<file path="config.mk">
export PLATFORM = sky130hd
export DESIGN_NAME = irq_queue_writer
export DESIGN_NICKNAME = d
export VERILOG_FILES = /design/src/rtl/iqw_pkg.sv /design/src/rtl/iqw_arb.sv /design/src/rtl/iqw_calc.sv /design/src/rtl/iqw_seq.sv /design/src/rtl/irq_queue_writer.sv
export SDC_FILE = /design/constraint.sdc
export NUM_CORES = 1
export LEC_CHECK = 0
export ABC_AREA = 1
export ABC_CLOCK_PERIOD_IN_PS = 1830
export BUFFER_PORTS_ARGS = -buffer_cell sky130_fd_sc_hd__buf_4
export CAP_MARGIN = 20
export CORE_ASPECT_RATIO = 0.5
export CORE_MARGIN = 3
export CORE_UTILIZATION = 40
export DETAILED_ROUTE_END_ITERATION = 6
export PLACE_DENSITY = 0.64
export SYNTH_ARGS = -nofsm -noshare
export SYNTH_HDL_FRONTEND = slang
export SYNTH_HIERARCHICAL = 1
export SYNTH_SLANG_ARGS = --single-unit
</file>
<file path="constraint.sdc">
create_clock -name clk -period 1.83 [get_ports clk]
set_input_delay 0.366 -clock clk [delete_from_list [all_inputs] [get_ports clk]]
set_output_delay 0.366 -clock clk [all_outputs]
set_load 0.01 [all_outputs]
</file>
<file path="src/rtl/iqw_pkg.sv">
package iqw_pkg;
   localparam int EVT_W     = 5;
   localparam int CC_W      = 16;
   localparam int DW        = 32;
   localparam int REC_BYTES = 16;
   localparam int ENT_BYTES = 4;
   localparam int V_POS     = 31;
   localparam int W_POS     = 29;
   localparam int EVT_LSB   = 16;
   localparam int OFS_PTR   = 4;
   localparam int OFS_CNT   = 8;

   typedef enum logic [3:0] {
      S_IDLE, S_RBASE, S_RPTR, S_RCNT, S_RENT,
      S_CHK, S_DEC, S_WENT, S_WPTR, S_WCNT
   } seq_state_e;

   function automatic logic [DW-1:0] iqw_pack(input logic wrap,
                                              input logic [EVT_W-1:0] evt,
                                              input logic [CC_W-1:0] cc);
      logic [DW-1:0] w;
      w = '0;
      w[V_POS] = 1'b1;
      w[W_POS] = wrap;
      w[EVT_LSB +: EVT_W] = evt;
      w[CC_W-1:0] = cc;
      return w;
   endfunction
endpackage

</file>
<file path="src/rtl/iqw_arb.sv">
module iqw_arb #(
   parameter int NQ = 4,
   parameter int QW = 2
) (
   input  logic [NQ-1:0] req_i,
   output logic [NQ-1:0] gnt_o,
   output logic [QW-1:0] idx_o
);
   logic [NQ:0] taken;
   assign taken[0] = 1'b0;

   for (genvar i = 0; i < NQ; i++) begin : g_lane
      assign gnt_o[i]     = req_i[i] & ~taken[i];
      assign taken[i + 1] = taken[i] | req_i[i];
   end

   always_comb begin
      idx_o = '0;
      for (int i = 0; i < NQ; i++)
         if (gnt_o[i]) idx_o = QW'(i);
   end
endmodule

</file>
<file path="src/rtl/iqw_calc.sv">
module iqw_calc #(
   parameter int AW    = 16,
   parameter int CNT_W = 16
) (
   input  logic              ent_valid_i,
   input  logic              ent_wrap_i,
   input  logic [AW-1:0]     base_i,
   input  logic [AW-1:0]     ptr_i,
   input  logic [CNT_W-1:0]  cnt_i,
   input  logic [CNT_W-1:0]  icnt_i,
   input  logic [iqw_pkg::EVT_W-1:0] evt_i,
   input  logic [iqw_pkg::CC_W-1:0]  chan_i,
   output logic              full_o,
   output logic              fire_o,
   output logic [AW-1:0]     nxt_ptr_o,
   output logic [CNT_W-1:0]  nxt_cnt_o,
   output logic [iqw_pkg::DW-1:0] ent_wr_o
);
   import iqw_pkg::*;

   assign full_o    = ent_valid_i;
   assign nxt_ptr_o = ent_wrap_i ? base_i : ptr_i + AW'(ENT_BYTES);
   assign fire_o    = (cnt_i <= CNT_W'(1));
   assign nxt_cnt_o = fire_o ? icnt_i : cnt_i - CNT_W'(1);
   assign ent_wr_o  = iqw_pack(ent_wrap_i, evt_i, chan_i);
endmodule

</file>
<file path="src/rtl/iqw_seq.sv">
module iqw_seq #(
   parameter int NQ       = 4,
   parameter int QW       = 2,
   parameter int AW       = 16,
   parameter int TBL_BASE = 0
) (
   input  logic                    clk,
   input  logic                    rst_n,
   input  logic                    start_i,
   input  logic [QW-1:0]           q_i,
   input  logic [iqw_pkg::EVT_W-1:0] evt_i,
   input  logic [iqw_pkg::CC_W-1:0]  chan_i,
   output logic                    busy_o,
   output logic [AW-1:0]           mem_addr_o,
   output logic                    mem_rd_o,
   output logic                    mem_wr_o,
   output logic [3:0]              mem_be_o,
   output logic [iqw_pkg::DW-1:0]  mem_wdata_o,
   input  logic [iqw_pkg::DW-1:0]  mem_rdata_i,
   output logic                    ent_valid_o,
   output logic                    ent_wrap_o,
   output logic [AW-1:0]           base_o,
   output logic [AW-1:0]           ptr_o,
   output logic [15:0]             cnt_o,
   output logic [15:0]             icnt_o,
   output logic [iqw_pkg::EVT_W-1:0] evt_o,
   output logic [iqw_pkg::CC_W-1:0]  chan_o,
   input  logic                    full_i,
   input  logic                    fire_i,
   input  logic [AW-1:0]           nxt_ptr_i,
   input  logic [15:0]             nxt_cnt_i,
   input  logic [iqw_pkg::DW-1:0]  ent_wr_i,
   output logic [NQ-1:0]           gint_o,
   output logic [NQ-1:0]           ovf_o
);
   import iqw_pkg::*;

   seq_state_e    st;
   logic [QW-1:0] q_r;
   logic [AW-1:0] rec;
   logic [NQ-1:0] q_hot;

   assign rec    = AW'(TBL_BASE) + (AW'(q_r) << 4);
   assign q_hot  = NQ'(1) << q_r;
   assign busy_o = (st != S_IDLE);

   always_comb begin
      mem_addr_o  = rec;
      mem_rd_o    = 1'b0;
      mem_wr_o    = 1'b0;
      mem_be_o    = 4'b1111;
      mem_wdata_o = '0;
      case (st)
         S_RBASE: mem_rd_o = 1'b1;
         S_RPTR:  begin mem_rd_o = 1'b1; mem_addr_o = rec + AW'(OFS_PTR); end
         S_RCNT:  begin mem_rd_o = 1'b1; mem_addr_o = rec + AW'(OFS_CNT); end
         S_RENT:  begin mem_rd_o = 1'b1; mem_addr_o = ptr_o; end
         S_WENT:  begin
            mem_wr_o    = 1'b1;
            mem_addr_o  = ptr_o;
            mem_wdata_o = ent_wr_i;
         end
         S_WPTR:  begin
            mem_wr_o    = 1'b1;
            mem_addr_o  = rec + AW'(OFS_PTR);
            mem_wdata_o = DW'(nxt_ptr_i);
         end
         S_WCNT:  begin
            mem_wr_o    = 1'b1;
            mem_addr_o  = rec + AW'(OFS_CNT);
            mem_be_o    = 4'b1100;
            mem_wdata_o = {nxt_cnt_i, 16'h0000};
         end
         default: ;
      endcase
   end

   always_ff @(posedge clk or negedge rst_n) begin
      if (!rst_n) begin
         st          <= S_IDLE;
         q_r         <= '0;
         evt_o       <= '0;
         chan_o      <= '0;
         base_o      <= '0;
         ptr_o       <= '0;
         cnt_o       <= '0;
         icnt_o      <= '0;
         ent_valid_o <= 1'b0;
         ent_wrap_o  <= 1'b0;
         gint_o      <= '0;
         ovf_o       <= '0;
      end else begin
         gint_o <= '0;
         ovf_o  <= '0;
         case (st)
            S_IDLE: if (start_i) begin
               q_r    <= q_i;
               evt_o  <= evt_i;
               chan_o <= chan_i;
               st     <= S_RBASE;
            end
            S_RBASE: st <= S_RPTR;
            S_RPTR: begin
               base_o <= mem_rdata_i[AW-1:0];
               st     <= S_RCNT;
            end
            S_RCNT: begin
               ptr_o <= mem_rdata_i[AW-1:0];
               st    <= S_RENT;
            end
            S_RENT: begin
               cnt_o  <= mem_rdata_i[31:16];
               icnt_o <= mem_rdata_i[15:0];
               st     <= S_CHK;
            end
            S_CHK: begin
               ent_valid_o <= mem_rdata_i[V_POS];
               ent_wrap_o  <= mem_rdata_i[W_POS];
               st          <= S_DEC;
            end
            S_DEC: begin
               if (full_i) begin
                  ovf_o <= q_hot;
                  st    <= S_IDLE;
               end else begin
                  st <= S_WENT;
               end
            end
            S_WENT: st <= S_WPTR;
            S_WPTR: st <= S_WCNT;
            S_WCNT: begin
               gint_o <= fire_i ? q_hot : '0;
               st     <= S_IDLE;
            end
            default: st <= S_IDLE;
         endcase
      end
   end
endmodule

</file>
<file path="src/rtl/irq_queue_writer.sv">
module irq_queue_writer #(
   parameter int NQ       = 4,
   parameter int AW       = 16,
   parameter int TBL_BASE = 0
) (
   input  logic                    clk,
   input  logic                    rst_n,
   input  logic [NQ-1:0]           req_i,
   input  logic [NQ*5-1:0]         evt_i,
   input  logic [NQ*16-1:0]        chan_i,
   output logic [NQ-1:0]           ack_o,
   output logic                    busy_o,
   output logic [AW-1:0]           mem_addr_o,
   output logic                    mem_rd_o,
   output logic                    mem_wr_o,
   output logic [3:0]              mem_be_o,
   output logic [31:0]             mem_wdata_o,
   input  logic [31:0]             mem_rdata_i,
   output logic [NQ-1:0]           gint_o,
   output logic [NQ-1:0]           ovf_o
);
   import iqw_pkg::*;

   localparam int QW = (NQ > 1) ? $clog2(NQ) : 1;

   if (NQ < 1 || NQ > 16) begin : g_bad_nq
      $error("irq_queue_writer: NQ must be 1..16");
   end
   if (AW < 8 || AW > 32) begin : g_bad_aw
      $error("irq_queue_writer: AW must be 8..32");
   end
   if ((TBL_BASE % REC_BYTES) != 0) begin : g_bad_tbl
      $error("irq_queue_writer: TBL_BASE must be 16-byte aligned");
   end

   logic [NQ-1:0]    gnt;
   logic [QW-1:0]    sel;
   logic             ent_valid, ent_wrap, full, fire;
   logic [AW-1:0]    base, ptr, nxt_ptr;
   logic [15:0]      cnt, icnt, nxt_cnt;
   logic [EVT_W-1:0] evt_r;
   logic [CC_W-1:0]  chan_r;
   logic [DW-1:0]    ent_wr;

   iqw_arb #(.NQ(NQ), .QW(QW)) u_arb (
      .req_i (req_i),
      .gnt_o (gnt),
      .idx_o (sel)
   );

   assign ack_o = busy_o ? '0 : gnt;

   iqw_seq #(.NQ(NQ), .QW(QW), .AW(AW), .TBL_BASE(TBL_BASE)) u_seq (
      .clk         (clk),
      .rst_n       (rst_n),
      .start_i     (|req_i),
      .q_i         (sel),
      .evt_i       (evt_i[sel*EVT_W +: EVT_W]),
      .chan_i      (chan_i[sel*CC_W +: CC_W]),
      .busy_o      (busy_o),
      .mem_addr_o  (mem_addr_o),
      .mem_rd_o    (mem_rd_o),
      .mem_wr_o    (mem_wr_o),
      .mem_be_o    (mem_be_o),
      .mem_wdata_o (mem_wdata_o),
      .mem_rdata_i (mem_rdata_i),
      .ent_valid_o (ent_valid),
      .ent_wrap_o  (ent_wrap),
      .base_o      (base),
      .ptr_o       (ptr),
      .cnt_o       (cnt),
      .icnt_o      (icnt),
      .evt_o       (evt_r),
      .chan_o      (chan_r),
      .full_i      (full),
      .fire_i      (fire),
      .nxt_ptr_i   (nxt_ptr),
      .nxt_cnt_i   (nxt_cnt),
      .ent_wr_i    (ent_wr),
      .gint_o      (gint_o),
      .ovf_o       (ovf_o)
   );

   iqw_calc #(.AW(AW), .CNT_W(16)) u_calc (
      .ent_valid_i (ent_valid),
      .ent_wrap_i  (ent_wrap),
      .base_i      (base),
      .ptr_i       (ptr),
      .cnt_i       (cnt),
      .icnt_i      (icnt),
      .evt_i       (evt_r),
      .chan_i      (chan_r),
      .full_o      (full),
      .fire_o      (fire),
      .nxt_ptr_o   (nxt_ptr),
      .nxt_cnt_o   (nxt_cnt),
      .ent_wr_o    (ent_wr)
   );
endmodule

</file>
==> metrics.log, run 1 <==
INFO  metric synthToLayoutAreaGrowth = 42.0%
INFO  metric max_freq = 429 MHz
INFO  metric final.setup_skew = about 5.6 ps
INFO  metric placement.cell_area = roughly 8800 µm²
INFO  metric hold-worst-slack = 215 ps
INFO  metric detailroute.wirelength.met2 = around 9.5 mm
INFO  metric post_synth_fa_ha_maj_area_fraction = less than 1%
INFO  metric via_per_inst = between 4 and 5
INFO  metric slew_viol_final = 0
INFO  metric layout.core_utilization = between 50% and 60%
INFO  metric synth-warning-count = 6
INFO  metric required = 1460 ps
INFO  metric critPathKind = register to output pin
INFO  metric dp.final_hpwl = between 15 and 20 mm
INFO  metric max_slew_margin = ~66%
INFO  metric chipHeight = between 100 and 150 µm
INFO  metric initial_utilization = between 40% and 50%
INFO  metric cts.root.buffer_cell = sky130_fd_sc_hd__clkbuf_16
INFO  metric violations = negative setup slack
INFO  metric grtUsageTotal = 22.0%
INFO  metric overall_power_consumption = around 0.014 W
INFO  metric simple_gate_share_of_the_synthesized_area = 38.1%
INFO  metric ioPinCount = between 150 and 200
INFO  metric place.port_buffers = around 190
INFO  metric synth_top_family_by_area = simple AND/OR/NAND/NOR gates
INFO  metric timing.final.setup_violations = 55
INFO  metric overflow_left_after_global_routing = 0
INFO  metric final_hold_violating_endpoints = 0
INFO  metric final.min_clock_period = roughly 2300 ps
INFO  metric grt_max_degree = ~50
INFO  metric nets = 1,451
INFO  metric fin_ws = -499 ps
INFO  metric synth.top_cell.area_share = around 36%
INFO  metric power_density = about 1400 nW/µm²
INFO  metric maxCapViolCount = 0
INFO  metric postSynthAreaPerCell = about 6.5 µm²
INFO  metric timing.final.crit_share = 127%
INFO  metric number_of_routed_nets_with_antenna_violations = 0
INFO  metric vdd.ir_drop.worst = about 0.56 mV
INFO  metric post_synthesis_compound_gate_area_fraction = 6.65%
INFO  metric antenna_violations_before_repair = 0
INFO  metric m1WireLength = approximately 10 mm
INFO  metric synth_cells = roughly 1,100
INFO  metric path_clk_slew = ~70 ps
INFO  metric leakagePower = ~5.7 nW
INFO  metric clk_latency = between 300 and 400 ps
INFO  metric gpl.final_weighted_congestion = 0.916
INFO  metric synth_seq_cells = between 100 and 150
INFO  metric ys_top_cells_by_area = sky130_fd_sc_hd__dfrtp_1 36%, sky130_fd_sc_hd__nand2_1 23%, sky130_fd_sc_hd__inv_1 9.3%
INFO  metric postRouteWirelength = 22.0 mm
INFO  metric cts_tree = done
INFO  metric post_route_cells_drive_above_1_share = a little over a third
INFO  metric main_synth_ff_type = sky130_fd_sc_hd__dfrtp_1
INFO  metric synth_cell_type_count = 33
INFO  metric unrepaired_setup_endpoints_after_global_routing = yes
INFO  metric met3RoutedLength = between 1.5 and 2 mm
INFO  metric synth-xor-area-share = about 1.1%
INFO  metric setup.worst_path.start_class = register
INFO  metric dominant_cell_type_by_area_after_synthesis = sky130_fd_sc_hd__dfrtp_1
INFO  metric post_drt_wl_per_cell = around 14 µm
INFO  metric cts_buffers = 9
INFO  metric yosys-mux-area-fraction = 0%
INFO  metric seq_area_frac_synth = between 30 and 40%
INFO  metric num_vias = slightly above 7,000
INFO  metric maxUsedRoutingLayer = met4
INFO  metric cts-root-to-sink-buffers = 2
INFO  metric drtPass1Iterations = 5
INFO  metric via_count_of_the_first_global_routing_pass = roughly 7,000
INFO  metric global_route_wire_length_before_repair = 35.2 mm
INFO  metric synth_edf_count = 0
INFO  metric drc = 0
INFO  metric result_of_the_run = finished, violations left
INFO  metric floorplan.die_area = between 15,000 and 20,000 µm²
INFO  metric worst_setup_path_end_kind = output pin
INFO  metric initialDrtViolationCount = a little over 600
INFO  metric die_w = between 150 and 200 µm
INFO  metric cts_sinks = a little over 100
INFO  metric critPathArrivalTime = a little under 2000 ps
INFO  metric cp_max_fo = 8
INFO  metric design_area = about 10,000 µm²
INFO  metric placement_rows = 33
INFO  metric syn-cell-area = approximately 7100 µm²
INFO  metric cts_h_tree_depth = 3
INFO  metric n_antenna_cell = 0
INFO  metric postSynth.asyncResetShare = 100%
INFO  metric timing.hold.worst.class = input pin to register
INFO  metric worst-slew-pin-transition = 517 ps
INFO  metric core-area = approximately 17,000 µm²
metal layers:
metal | track usage, % | vias up
li1 | - | 3682
met1 | 31.4 | 3262
met2 | 34.3 | 277
met3 | 5.00 | 29
met4 | 5.07 | 0
met5 | 0 | -
logic make-up after synthesis:
group	Yosys count
buffers and inverters	263
xor gates and xnor gates	9
AOI/OAI and AO/OA	91
adders and majority gates	3
DFF	101
other	3
and+or+nand+nor	626
report_power, final:
| group | switching (W) | internal [W] |
|---|---|---|
| clock | 0.000914 | 0.00103 |
| sequential | 0.000838 | 0.00328 |
| combinational | 0.00442 | 0.00337 |
| total | 0.00617 | 0.00768 |
critical path, cell delays in order, from the launching register on:
cell and delay [ps]:
sky130_fd_sc_hd__dfrtp_1 430, sky130_fd_sc_hd__inv_2 100, sky130_fd_sc_hd__ha_4 150, sky130_fd_sc_hd__nand2_4 80, sky130_fd_sc_hd__nor2_4 120, sky130_fd_sc_hd__nand2_2 90, sky130_fd_sc_hd__nand2_8 120, sky130_fd_sc_hd__buf_12 140
sky130_fd_sc_hd__nand2_2 50, sky130_fd_sc_hd__o21ai_2 50, sky130_fd_sc_hd__nand2_1 90, sky130_fd_sc_hd__nand2_1 70, sky130_fd_sc_hd__buf_4 120
final timing paths:
path                                    endpoint        startpoint  slack [ps]  cells after the start
worst max register to register   u_seq/chan_o[9]       u_seq/st[2]          70                      6
min in group asynchronous        u_seq/gint_o[3]             rst_n         530                      2
worst max-delay path             mem_wdata_o[16]    u_seq/cnt_o[0]        -500                     12
worst min register to register  u_seq/chan_o[10]  u_seq/chan_o[10]         490                      2
max in group asynchronous       u_seq/ent_wrap_o             rst_n         750                      3
worst min-delay path              u_seq/cnt_o[5]   mem_rdata_i[21]         210                      3
layout by cell type, fill, tap and decap left out, types with 3 or more instances in the layout:
| cell type | synthesis | layout |
|---|---|---|
| sky130_fd_sc_hd__a21oi_1 | 3 | 3 |
| sky130_fd_sc_hd__buf_12 | 2 | 10 |
| sky130_fd_sc_hd__buf_4 | 47 | 226 |
| sky130_fd_sc_hd__buf_6 | 4 | 48 |
| sky130_fd_sc_hd__clkbuf_16 | 0 | 9 |
| sky130_fd_sc_hd__conb_1 | 3 | 12 |
| sky130_fd_sc_hd__dfrtp_1 | 101 | 96 |
| sky130_fd_sc_hd__dfrtp_2 | 0 | 5 |
| sky130_fd_sc_hd__inv_1 | 176 | 171 |
| sky130_fd_sc_hd__inv_2 | 7 | 8 |
| sky130_fd_sc_hd__inv_4 | 1 | 3 |
| sky130_fd_sc_hd__inv_6 | 1 | 3 |
| sky130_fd_sc_hd__inv_8 | 0 | 3 |
| sky130_fd_sc_hd__nand2_1 | 434 | 393 |
| sky130_fd_sc_hd__nand2_2 | 32 | 63 |
| sky130_fd_sc_hd__nand2_4 | 3 | 10 |
| sky130_fd_sc_hd__nand2_8 | 0 | 3 |
| sky130_fd_sc_hd__nand3_1 | 71 | 60 |
| sky130_fd_sc_hd__nand3_2 | 0 | 10 |
| sky130_fd_sc_hd__nand4_1 | 3 | 3 |
| sky130_fd_sc_hd__nor2_1 | 56 | 35 |
| sky130_fd_sc_hd__nor2_2 | 7 | 15 |
| sky130_fd_sc_hd__nor2_4 | 16 | 29 |
| sky130_fd_sc_hd__o21ai_0 | 73 | 64 |
| sky130_fd_sc_hd__o21ai_1 | 10 | 15 |
| sky130_fd_sc_hd__o21ai_2 | 4 | 8 |
| sky130_fd_sc_hd__xor2_1 | 6 | 4 |
state kept, by name (all words and copies together), names as in the netlist:
name / count
u_seq/base_o: 16
u_seq/chan_o: 16
u_seq/cnt_o: 16
u_seq/icnt_o: 16
u_seq/ptr_o: 16
u_seq/evt_o: 5
u_seq/gint_o: 4
u_seq/ovf_o: 4
u_seq/st: 4
u_seq/q_r: 2
u_seq/ent_valid_o: 1
u_seq/ent_wrap_o: 1
what timing repair did:
item / in CTS / in global routing
hold buffers: 1 / 0
resized for setup: 117 / 77
hold endpoints to repair: 6 / 0
pin swaps: 42 / 40
buffers inserted: 24 / 13
setup endpoints to repair: 55 / 54
gates cloned: 4 / 0
cells in the mapped netlist, types with 6 or more instances:
cell type / number
sky130_fd_sc_hd__o21ai_0: 73
sky130_fd_sc_hd__dfrtp_1: 101
sky130_fd_sc_hd__inv_1: 176
sky130_fd_sc_hd__nor2_4: 16
sky130_fd_sc_hd__nand2_2: 32
sky130_fd_sc_hd__xor2_1: 6
sky130_fd_sc_hd__inv_2: 7
sky130_fd_sc_hd__clkbuf_1: 6
sky130_fd_sc_hd__nor2_2: 7
sky130_fd_sc_hd__nand2_1: 434
sky130_fd_sc_hd__buf_2: 16
sky130_fd_sc_hd__nor2_1: 56
sky130_fd_sc_hd__nand3_1: 71
sky130_fd_sc_hd__o21ai_1: 10
sky130_fd_sc_hd__buf_4: 47
cell type report:
cell class	instances	area, µm²
Multi-Input combinational cell	741	3780
Clock buffer	11	253
Tap cell	227	284
Timing Repair inverter	2	23.8
Clock inverter	5	48.8
Inverter	186	732
Timing Repair Buffer	285	2450
Sequential cell	101	2530
Fill cell	1577	6790
metrics by stage:
step           setup slack, ps  std cells  TNS, ps
6_report                  -499       1558   -14830
4_1_cts                   -433       1548   -12200
5_1_grt                   -584       1558   -19610
2_1_floorplan             31.6       1105        0
3_5_place_dp              -154       1503    -2180
3_3_place_gp              -109       1503    -1140
No activity file was read; power rests on OpenSTA's default activity.
==> run 2: changes to the inputs <==
--- a/config.mk
+++ b/config.mk
@@ -14,5 +14,5 @@
 export CORE_UTILIZATION = 40
 export DETAILED_ROUTE_END_ITERATION = 6
-export PLACE_DENSITY = 0.64
+export PLACE_DENSITY = 0.71
 export SYNTH_ARGS = -nofsm -noshare
 export SYNTH_HDL_FRONTEND = slang
==> constraint.sdc (replaced) <==
create_clock -name clk -period 1.83 [get_ports clk]
set_input_delay 0.0915 -clock clk [delete_from_list [all_inputs] [get_ports clk]]
set_output_delay 0.0915 -clock clk [all_outputs]
set_load 0.01 [all_outputs]
==> metrics.log, run 2 (synthesis gave the netlist of run 1 again) <==
INFO  metric leakagePower = 5.46 nW (was 5.74 nW)
INFO  metric maxCapViolCount = 0 (unchanged)
INFO  metric vdd.ir_drop.worst = 0.651 mV (was 0.562 mV)
INFO  metric result_of_the_run = finished, violations left (unchanged)
INFO  metric place.port_buffers = 186 (unchanged)
INFO  metric unrepaired_setup_endpoints_after_global_routing = yes (unchanged)
INFO  metric final_common_cell = sky130_fd_sc_hd__nand2_1 (unchanged)
INFO  metric synthToLayoutAreaGrowth = 34.9% (was 42.0%)
INFO  metric place_inst = 1,467 (was 1,503)
INFO  metric final.min_clock_period = 2030 ps (was 2330 ps)
INFO  metric postRouteWirelength = 20.9 mm (was 22.0 mm)
INFO  metric ioPinCount = 189 (unchanged)
INFO  metric max_slew_margin = 55.2% (was 65.5%)
INFO  metric timing.final.setup_violations = 22 (was 55)
INFO  metric r2r-end = u_seq/gint_o[1] (was u_seq/chan_o[9])
INFO  metric timing.final.crit_share = 111% (was 127%)
INFO  metric internal_pwr_total = 0.00717 W (was 0.00768 W)
INFO  metric setup.worst_path.start_class = register (unchanged)
INFO  metric floorplan.die_area = 19,500 µm² (unchanged)
INFO  metric cts_tree = done (unchanged)
INFO  metric clk_latency = 350 ps (was 340 ps)
INFO  metric holdCritStartpoint = mem_rdata_i[11] (was mem_rdata_i[21])
INFO  metric layout.core_utilization = 56.8% (was 59.8%)
INFO  metric drc = 0 (unchanged)
INFO  metric critPathKind = register to output pin (unchanged)
INFO  metric whs_path_depth = 3 (unchanged)
INFO  metric grtUsageTotal = 21.2% (was 22.0%)
INFO  metric switching_power = 0.00571 W (was 0.00617 W)
INFO  metric grt_max_degree = 49 (was 51)
INFO  metric hold-worst-slack = 44.3 ps (was 215 ps)
INFO  metric cts_buffers = 9 (unchanged)
INFO  metric dp.final_hpwl = 15.9 mm (was 16.1 mm)
INFO  metric worst-r2r-setup-slack = 170 ps (was 70 ps)
INFO  metric max_freq = 492 MHz (was 429 MHz)
INFO  metric switching_share = 44.4% (was 44.6%)
INFO  metric worst-slew-pin-transition = 671 ps (was 517 ps)
INFO  metric cts-root-to-sink-buffers = 2 (unchanged)
INFO  metric initial_utilization = 42.1% (unchanged)
INFO  metric nets = 1,416 (was 1,451)
INFO  metric cts.root.buffer_cell = sky130_fd_sc_hd__clkbuf_16 (unchanged)
INFO  metric violations = negative setup slack (unchanged)
INFO  metric seq_power_share = 32.7% (was 29.7%)
INFO  metric final_hold_violating_endpoints = 0 (unchanged)
INFO  metric overflow_left_after_global_routing = 0 (unchanged)
INFO  metric critPathArrivalTime = 1940 ps (was 1960 ps)
INFO  metric gpl.final_weighted_congestion = 0.885 (was 0.916)
INFO  metric final_cell_mix = 399 x sky130_fd_sc_hd__nand2_1, 212 x sky130_fd_sc_hd__buf_4, 173 x sky130_fd_sc_hd__inv_1 (was 393 x sky130_fd_sc_hd__nand2_1, 226 x sky130_fd_sc_hd__buf_4, 171 x sky130_fd_sc_hd__inv_1)
INFO  metric p_clk_share = 15.9% (was 14.0%)
INFO  metric via_per_inst = 4.62 (was 4.65)
INFO  metric worst_setup_path_end_kind = output pin (unchanged)
INFO  metric via_count_of_the_first_global_routing_pass = 6,714 (was 6,956)
INFO  metric cts_h_tree_depth = 3 (unchanged)
INFO  metric power_density = 1340 nW/µm² (was 1370 nW/µm²)
INFO  metric drtPass1Iterations = 5 (unchanged)
INFO  metric fin_ws = -202 ps (was -499 ps)
INFO  metric r2r-start = u_seq/cnt_o[5] (was u_seq/st[2])
INFO  metric chipHeight = 100 µm (unchanged)
INFO  metric timing.hold.worst_endpoint = u_seq/base_o[11] (was u_seq/cnt_o[5])
INFO  metric timing.hold.worst.class = input pin to register (unchanged)
INFO  metric required = 1740 ps (was 1460 ps)
INFO  metric r2r_cells = 8 (was 6)
INFO  metric cts_sinks = 101 (unchanged)
INFO  metric post_route_cells_drive_above_1_share = 30.9% (was 35.2%)
INFO  metric comb_power_share = 51.5% (was 56.2%)
INFO  metric slew_viol_final = 0 (unchanged)
INFO  metric initialDrtViolationCount = 484 (was 623)
INFO  metric cp_max_fo = 7 (was 8)
INFO  metric nFillCells = 1,586 (was 1,577)
INFO  metric core-area = 16,900 µm² (unchanged)
INFO  metric global_route_wire_length_before_repair = 33.7 mm (was 35.2 mm)
INFO  metric path_clk_slew = 70 ps (about the same)
INFO  metric n_antenna_cell = 0 (unchanged)
INFO  metric final.setup_skew = 3.07 ps (was 5.57 ps)
INFO  metric antenna_violations_before_repair = 0 (unchanged)
INFO  metric die_w = 195 µm (unchanged)
INFO  metric number_of_routed_nets_with_antenna_violations = 0 (unchanged)
INFO  metric placement_rows = 33 (unchanged)
INFO  metric post_drt_wl_per_cell = 13.8 µm (was 14.1 µm)
INFO  metric finish.cell_count_without_fillers = 1,523 (was 1,558)
INFO  metric num_vias = 7,038 (was 7,250)
INFO  metric worstSetupStartpoint = u_seq/cnt_o[3] (was u_seq/cnt_o[0])
run 2: cell types whose count changed in the layout (fill, tap and decap cells not counted), sizes merged:
cell / change
buf: -48
bufinv: +2
clkbuf: -1
clkinvlp: +2
dlygate4sd3: +14
inv: -5
nor2: +1
run 2: metal layers:
layer / vias to the layer above / GRT usage [%] / part of all wire [%]
met1: 3203 / 31.4 / 49
met4: 0 / 3.36 / 0.65
li1: 3601 / - / -
met3: 9 / 3.45 / 6.1
met5: - / 0 / 0
met2: 225 / 33.3 / 45
run 2: critical path, cell delays in order (launching register included):
cell and delay [ps]:
sky130_fd_sc_hd__dfrtp_2 440, sky130_fd_sc_hd__nor2_4 210, sky130_fd_sc_hd__nand2_8 90, sky130_fd_sc_hd__nor2_4 150, sky130_fd_sc_hd__nand2_4 80, sky130_fd_sc_hd__nand2_8 130
sky130_fd_sc_hd__buf_12 140, sky130_fd_sc_hd__nand2_2 50, sky130_fd_sc_hd__o21ai_2 60, sky130_fd_sc_hd__nand2_1 70, sky130_fd_sc_hd__nand2_1 70, sky130_fd_sc_hd__buf_4 110
run 2: timing repair:
| item | in CTS | in global routing |
|---|---|---|
| pin swaps | 31 | 55 |
| cloned | 2 | 1 |
| hold buffers | 15 | 0 |
| buffers inserted | 15 | 10 |
| hold endpoints to repair | 42 | 0 |
| endpoints found under the setup margin | 49 | 41 |
| resized for setup | 60 | 67 |
run 2: per-stage QoR:
step / worst slack (ps) / TNS, ps / total power, W / instance area (µm²)
final: -202 / -3210 / 0.0129 / 9600
after global placement: 129 / 0 / 0.00970 / 8500
after floorplan: 242 / 0 / 0.00806 / 7150
after detailed placement: 56.9 / 0 / 0.00979 / 8500
after global routing: -310 / -5720 / 0.0139 / 9600
after CTS: -185 / -2590 / 0.0124 / 9300
run 2: cell type report:
cell class	count	area, µm²	share of cell area [%]
timing repair buffer	251	2070	21.5
tap	227	284	2.96
sequential	101	2530	26.4
inverter	186	719	7.50
clock buffer	10	229	2.39
clock inverter	6	87.6	0.913
multi-input combinational	742	3670	38.3
run 2: power groups by stage:
stage          clock [W]  sequential, W  combinational (W)
5_1_grt          0.00219        0.00436            0.00738
2_1_floorplan          0        0.00395            0.00411
6_report         0.00204        0.00421            0.00663
3_5_place_dp           0        0.00417            0.00562
3_3_place_gp           0        0.00416            0.00554
4_1_cts          0.00209        0.00414            0.00614
run 2: worst max-delay path by stage:
stage | end | cells past startpoint | slack (ps)
3_5_place_dp | mem_wdata_o[23] | 12 | 60
3_3_place_gp | mem_wdata_o[19] | 12 | 130
6_report | mem_wdata_o[18] | 11 | -200
5_1_grt | mem_wdata_o[27] | 11 | -310
2_1_floorplan | mem_wdata_o[17] | 11 | 240
4_1_cts | mem_wdata_o[20] | 11 | -190
